### config.mk
export PLATFORM = sky130hd
export DESIGN_NAME = msix_cap_regs
export DESIGN_NICKNAME = d
export VERILOG_FILES = /design/src/rtl/msix_cap_pkg.sv /design/src/rtl/msix_lane_steer.sv /design/src/rtl/msix_ctrl_bits.sv /design/src/rtl/msix_cap_image.sv /design/src/rtl/msix_cap_regs.sv
export SDC_FILE = /design/constraint.sdc
export NUM_CORES = 1
export LEC_CHECK = 0
export ABC_CLOCK_PERIOD_IN_PS = 3100
export CAP_MARGIN = 30
export CORE_MARGIN = 2
export CORE_UTILIZATION = 30
export CTS_CLUSTER_DIAMETER = 200
export DETAILED_ROUTE_END_ITERATION = 10
export MAX_ROUTING_LAYER = met4
export SYNTH_ARGS = -nofsm -noshare
export SYNTH_HDL_FRONTEND = slang
export SYNTH_SLANG_ARGS = --single-unit
### constraint.sdc
create_clock -name clk -period 3.1 [get_ports clk]
set_input_delay 0.465 -clock clk [delete_from_list [all_inputs] [get_ports clk]]
set_output_delay 0.465 -clock clk [all_outputs]
set_load 0.01 [all_outputs]
### src/rtl/msix_cap_pkg.sv
// Package: shared constants and helpers for the MSI-X capability block.
// Assumes the capability occupies 12 bytes and is reached via 32-bit lanes.
package msix_cap_pkg;

    localparam int          CAP_BYTES   = 12;
    localparam int          LANES       = 4;
    localparam int          ADDR_W      = 4;
    localparam logic [7:0]  CAP_ID_MSIX = 8'h11;
    localparam logic [31:0] PBA_OFFSET  = 32'h0000_0800;
    localparam int          CTRL_HI_BYTE = 3;   // byte holding enable/mask
    localparam int          HI_EN_BIT    = 7;   // bit 15 of message control
    localparam int          HI_MASK_BIT  = 6;   // bit 14 of message control
    localparam int          TS_W         = 11;  // table size field width

    typedef enum logic [1:0] {
        SZ_BYTE  = 2'd0,
        SZ_WORD  = 2'd1,
        SZ_DWORD = 2'd2,
        SZ_WIDE  = 2'd3
    } acc_size_e;

    typedef logic [CAP_BYTES-1:0][7:0] cap_image_t;

    // Number of byte lanes taking part in an access of the given size.
    function automatic int lane_count(input logic [1:0] sz);
        case (acc_size_e'(sz))
            SZ_BYTE: return 1;
            SZ_WORD: return 2;
            default: return 4;
        endcase
    endfunction

endpackage

### src/rtl/msix_lane_steer.sv
// Lane steering: maps the byte lanes of one access onto capability bytes.
// Emits the write strobe/data for the one writable byte (WR_BYTE) and
// assembles right-aligned read data from the capability image.
// Assumes lanes past the access size or past the image read as zero.
module msix_lane_steer
    import msix_cap_pkg::*;
#(
    parameter int WR_BYTE = CTRL_HI_BYTE
) (
    input  logic [ADDR_W-1:0]  acc_addr,
    input  logic [1:0]         acc_size,
    input  logic               acc_wr,
    input  logic [LANES*8-1:0] acc_wdata,
    input  cap_image_t         image,
    output logic               byte_we,
    output logic [7:0]         byte_wd,
    output logic [LANES*8-1:0] rd_word
);

    localparam int LAST_LANE = LANES - 1;

    int n_lanes;
    assign n_lanes = lane_count(acc_size);

    // Find the lane, if any, that lands on the writable byte.
    always_comb begin
        byte_we = 1'b0;
        byte_wd = 8'h00;
        for (int l = 0; l <= LAST_LANE; l++) begin
            if (l < n_lanes && (int'(acc_addr) + l) == WR_BYTE) begin
                byte_we = acc_wr;
                byte_wd = acc_wdata[8*l +: 8];
            end
        end
    end

    for (genvar l = 0; l < LANES; l++) begin : g_rd_lane
        logic [7:0] lane_val;
        // Select the image byte seen by this read lane.
        always_comb begin
            lane_val = 8'h00;
            for (int b = 0; b < CAP_BYTES; b++) begin
                if (l < n_lanes && (int'(acc_addr) + l) == b)
                    lane_val = image[b];
            end
        end
        assign rd_word[8*l +: 8] = lane_val;
    end

endmodule

### src/rtl/msix_ctrl_bits.sv
// Control bits: holds the enable and function-mask bits of message control
// and raises a one-cycle rescan when delivery becomes possible.
// Assumes one write strobe per access carrying the high control byte.
module msix_ctrl_bits
    import msix_cap_pkg::*;
(
    input  logic       clk,
    input  logic       rst_n,
    input  logic       hi_we,
    input  logic [7:0] hi_wd,
    output logic       en_q,
    output logic       mask_q,
    output logic       rescan_q
);

    logic en_d, mask_d, live_now, live_next;

    // Next-state of the two writable bits.
    always_comb begin
        en_d   = en_q;
        mask_d = mask_q;
        if (hi_we) begin
            en_d   = hi_wd[HI_EN_BIT];
            mask_d = hi_wd[HI_MASK_BIT];
        end
        live_now  = en_q & ~mask_q;
        live_next = en_d & ~mask_d;
    end

    // Register the bits and the delivery-just-opened pulse.
    always_ff @(posedge clk) begin
        if (!rst_n) begin
            en_q     <= 1'b0;
            mask_q   <= 1'b0;
            rescan_q <= 1'b0;
        end else begin
            en_q     <= en_d;
            mask_q   <= mask_d;
            rescan_q <= hi_we & ~live_now & live_next;
        end
    end

endmodule

### src/rtl/msix_cap_image.sv
// Capability image: builds the 12-byte view of the structure from the
// parameters and the live control bits. Purely combinational.
// Assumes BAR_IDX fits in the 3-bit indicator field (0..5).
module msix_cap_image
    import msix_cap_pkg::*;
#(
    parameter int         VEC_COUNT = 64,
    parameter int         BAR_IDX   = 2,
    parameter logic [7:0] NEXT_PTR  = 8'h70
) (
    input  logic       en,
    input  logic       mask,
    output cap_image_t image
);

    localparam logic [TS_W-1:0] TS_FIELD = TS_W'(VEC_COUNT - 1);
    localparam logic [31:0]     TBL_DW   = 32'(BAR_IDX);
    localparam logic [31:0]     PBA_DW   = PBA_OFFSET | 32'(BAR_IDX);

    logic [15:0] msg_ctrl;

    // Assemble message control: writable top bits, zero reserved, size.
    assign msg_ctrl = {en, mask, 3'b000, TS_FIELD};

    // Lay out the bytes of the structure.
    always_comb begin
        image[0] = CAP_ID_MSIX;
        image[1] = NEXT_PTR;
        image[2] = msg_ctrl[7:0];
        image[3] = msg_ctrl[15:8];
        for (int k = 0; k < 4; k++) begin
            image[4 + k] = TBL_DW[8*k +: 8];
            image[8 + k] = PBA_DW[8*k +: 8];
        end
    end

endmodule

### src/rtl/msix_cap_regs.sv
// MSI-X capability register block (top). Serves byte-lane configuration
// accesses at the capability's base, exports enable/mask/size to the table
// engine and pulses rescan when delivery opens up.
// Assumes cfg_addr is relative to the capability start.
module msix_cap_regs
    import msix_cap_pkg::*;
#(
    parameter int         VEC_COUNT = 64,
    parameter int         BAR_IDX   = 2,
    parameter logic [7:0] NEXT_PTR  = 8'h70
) (
    input  logic        clk,
    input  logic        rst_n,
    input  logic        cfg_rd,
    input  logic        cfg_wr,
    input  logic [3:0]  cfg_addr,
    input  logic [1:0]  cfg_size,
    input  logic [31:0] cfg_wdata,
    output logic [31:0] cfg_rdata,
    output logic        msix_en,
    output logic        msix_fmask,
    output logic [11:0] tbl_size,
    output logic        rescan
);

    localparam logic [11:0] TBL_SIZE = 12'(VEC_COUNT);

    cap_image_t  image;
    logic        hi_we;
    logic [7:0]  hi_wd;
    logic [31:0] rd_word;

    msix_lane_steer #(.WR_BYTE(CTRL_HI_BYTE)) i_steer (
        .acc_addr (cfg_addr),
        .acc_size (cfg_size),
        .acc_wr   (cfg_wr),
        .acc_wdata(cfg_wdata),
        .image    (image),
        .byte_we  (hi_we),
        .byte_wd  (hi_wd),
        .rd_word  (rd_word)
    );

    msix_ctrl_bits i_ctrl (
        .clk     (clk),
        .rst_n   (rst_n),
        .hi_we   (hi_we),
        .hi_wd   (hi_wd),
        .en_q    (msix_en),
        .mask_q  (msix_fmask),
        .rescan_q(rescan)
    );

    msix_cap_image #(
        .VEC_COUNT(VEC_COUNT),
        .BAR_IDX  (BAR_IDX),
        .NEXT_PTR (NEXT_PTR)
    ) i_image (
        .en   (msix_en),
        .mask (msix_fmask),
        .image(image)
    );

    assign tbl_size = TBL_SIZE;

    // Capture read data on a read strobe; hold it otherwise.
    always_ff @(posedge clk) begin
        if (!rst_n)
            cfg_rdata <= '0;
        else if (cfg_rd)
            cfg_rdata <= rd_word;
    end

endmodule

==> impl_results.md <==
* Ports at 89
* Clock transition at the registers of the reported paths at 0.08 ns
* CP Buf/Inv Count at 2
* Core Area at 6680 µm²
* DRC violation count after routing at 0
* Final setup vio count at 0
* Synthesis warning total at 0
* Maximum VDD drop at 0.221 mV
* Total power at 0.00107 W
* Kind of critical path: in -> reg
* Tcrit/Tclk final at 0.818
* TritonCTS clock tree: built
* Hold-fix buffers, CTS at 0
* Ranking of synthesized cells by area: dfxtp_1, nand2_1, a21boi_1
* Post-synthesis area per instance at 8.10 µm²
* Total grt overflow at 0
* Area Overhead vs Synth at 33.8%
* Vias after detailed routing at 1913
* Power per cell area at 395 nW/µm²
* CP max stage cell: clkdlybuf4s50_1
* Area share of the largest cell type after synthesis at 0.345
* Fill count at 725
* Routability cong. at 0.875
* CTS Buf Count at 5
* Critical path origin: cfg_size[0]
* Reg2reg setup slack at 2.11 ns
* CTS Sinks at 35
* R2r startpoint: i_ctrl.mask_q$_SDFF_PN0_
* First-pass detailed-route iteration total at 5
* Initial Util at 0.304
* Cells after synthesis at 251
* Crit path capture: i_ctrl.rescan_q$_SDFF_PN0_
* Final Skew at 0.00668 ns
* Commonest cells after routing, fill and taps aside: clkdlybuf4s50_1, dfxtp_1, nand2_1
* Startpoint class of the critical path: input pin
* Vias per cell at 5.02
* Crit-path max cell delay at 0.42 ns
* FF+latch count, synth at 35
* Leakage power at 0.973 nW
* WP data arrival at 2.73 ns
* Number of buffers inserted by post-CTS setup repair at 0
* Main synth FF type: dfxtp_1
* Worst path required time at 3.29 ns
* Worst-margin pin slew at 0.549 ns
* Number of global-route vias before repair at 1824
* Most common cell after layout, fill and taps aside: clkdlybuf4s50_1
* ANT nets after route at 0
* Worst Path Max Fanout at 5
* Hold Path Class: reg -> reg
* Cell Area, Synth at 2030 µm²
* Root buf cell: clkbuf_8
* DP HPWL at 3940 µm
* First-pass GRT wire length at 8770 µm
* Status: complete, no violations
* Setup TNS at 0 ns
* Initial antenna violation count at 0
* Chip Width at 86.3 µm
* Max Cap Viol at 0
* Area leader, netlist: dfxtp_1
* Max clock buf depth at 2
* RSZ-0062 raised after global routing: no
* H-tree depth at 2
* Final Max Tran Viols at 0
* Die Y at 86.3 µm
* Nets at 345
* Final Hold Vio Count at 0
* Rows at 30
* Fmax at 394 MHz
* Slew headroom at 0.633
* Cell family with most CP delay: simple AND/OR/NAND/NOR gates
* Post-synth EDFFs at 0
* Sequential share of the synthesized area at 0.345
* Levels on crit path at 9
* Post-synth ARST share at 0
* Synth unique cells at 58
* Tot GR Track Use at 0.152
* Antenna fix cells at 0
* Layout Cells excl Fill at 381
* CP Capture Type: flop
* WL/cell at 14.0 µm
* Routed wire length at 5330 µm
* Largest net degree at the start of global routing at 29
* Post-CTS sizing at 0
* Fin crit period at 2.54 ns
* Worst skew pair latency at 0.29 ns
* Worst r2r dst: cfg_rdata[14]$_SDFFE_PN0P_
* Cells after DPL at 373
* Layout cells sized above 1 at 0.0864
* Port buffer count at 52
* Die ar. at 7450 µm²
* Initial drt markers at 127
* WHS at 0.464 ns
* Critical-path cell list: clkdlybuf4s50_1 -> nor2_1 -> inv_1 -> ha_1 -> nor2b_1 -> and4_4 -> a221o_1 -> a41oi_1 -> a2111oi_1
* R2R depth at 4
==> flip-flops by register name, summed over array words and instances, names as in the netlist <==
name             count
i_ctrl.en_q          1
i_ctrl.mask_q        1
i_ctrl.rescan_q      1
cfg_rdata           32
==> tightest hold or removal path: cells and delay by family, from the launching register on <==
| family | cells | cell delay (ns) |
|---|---|---|
| flip-flops | 1 | 0.32 |
| AO/OA/AOI/OAI | 1 | 0.05 |
| AND/OR/NAND/NOR | 1 | 0.06 |
==> report_power, final <==
part / leakage, nW / switching, W / internal, W / total, W
Sequential: 0.283 / 0.00000562 / 0.000459 / 0.000464
Clock: 0.0581 / 0.000176 / 0.000239 / 0.000415
Combinational: 0.631 / 0.000107 / 0.0000891 / 0.000196
Total: 0.973 / 0.000288 / 0.000787 / 0.00107
==> worst min-delay path by stage <==
stage / slack, ns / from / cells after the start / to
detailed placement: 0.46 / cfg_rdata[16]$_SDFFE_PN0P_ / 2 / cfg_rdata[16]$_SDFFE_PN0P_
CTS: 0.47 / cfg_rdata[15]$_SDFFE_PN0P_ / 2 / cfg_rdata[15]$_SDFFE_PN0P_
global placement: 0.45 / cfg_rdata[24]$_SDFFE_PN0P_ / 2 / cfg_rdata[24]$_SDFFE_PN0P_
finish: 0.46 / cfg_rdata[16]$_SDFFE_PN0P_ / 2 / cfg_rdata[16]$_SDFFE_PN0P_
global route: 0.48 / cfg_rdata[21]$_SDFFE_PN0P_ / 2 / cfg_rdata[21]$_SDFFE_PN0P_
floorplan: 0.48 / cfg_rdata[28]$_SDFFE_PN0P_ / 2 / cfg_rdata[28]$_SDFFE_PN0P_
==> routing by layer <==
metal	global-route usage	vias up	wire, µm
met1	0.190	875	2510
met4	0.0384	0	50
met2	0.245	62	2480
met5	-	-	0
met3	0.0371	6	283
li1	-	970	-
==> cell usage after synthesis (4+ instances only) <==
cell,number
inv_1,5
nand2b_1,5
nor2_1,11
nand2_1,31
a21boi_1,13
a21oi_1,11
clkbuf_1,12
a21boi_0,4
nand3_1,14
nor2b_1,14
o21ai_1,4
o21ai_0,4
dfxtp_1,35
buf_4,12
buf_2,7
==> logic make-up (layout without fill, tap and decap cells) <==
logic type,Yosys count,count (layout),synth area share
and+or+nand+nor,97,97,0.250
AOI/OAI and AO/OA,67,67,0.242
buffers and inverters,38,78,0.0966
DFF,35,35,0.345
xor gates and xnor gates,7,7,0.0339
adders and majority gates,3,3,0.0185
other,2,12,0.00369
muxes,2,2,0.00985
==> per-stage QoR <==
step / setup WS, ns / area [µm²] / util
3_5_place_dp: 0.235 / 2610 / 0.390
3_3_place_gp: 0.246 / 2610 / 0.390
5_1_grt: 0.352 / 2720 / 0.407
6_report: 0.563 / 2720 / 0.407
4_1_cts: 0.541 / 2720 / 0.407
2_1_floorplan: 0.943 / 2070 / -
==> area by class of cell <==
class | instances | area (µm²) | share of cell area
Multi-Input combinational cell | 188 | 1170 | 0.431
Tap cell | 80 | 100 | 0.0368
Sequential cell | 35 | 701 | 0.258
Clock buffer | 5 | 68.8 | 0.0253
Timing Repair Buffer | 64 | 611 | 0.224
Inverter | 6 | 22.5 | 0.00828
Clock inverter | 3 | 43.8 | 0.0161
Note: power is estimated with default switching activity, not from simulation.
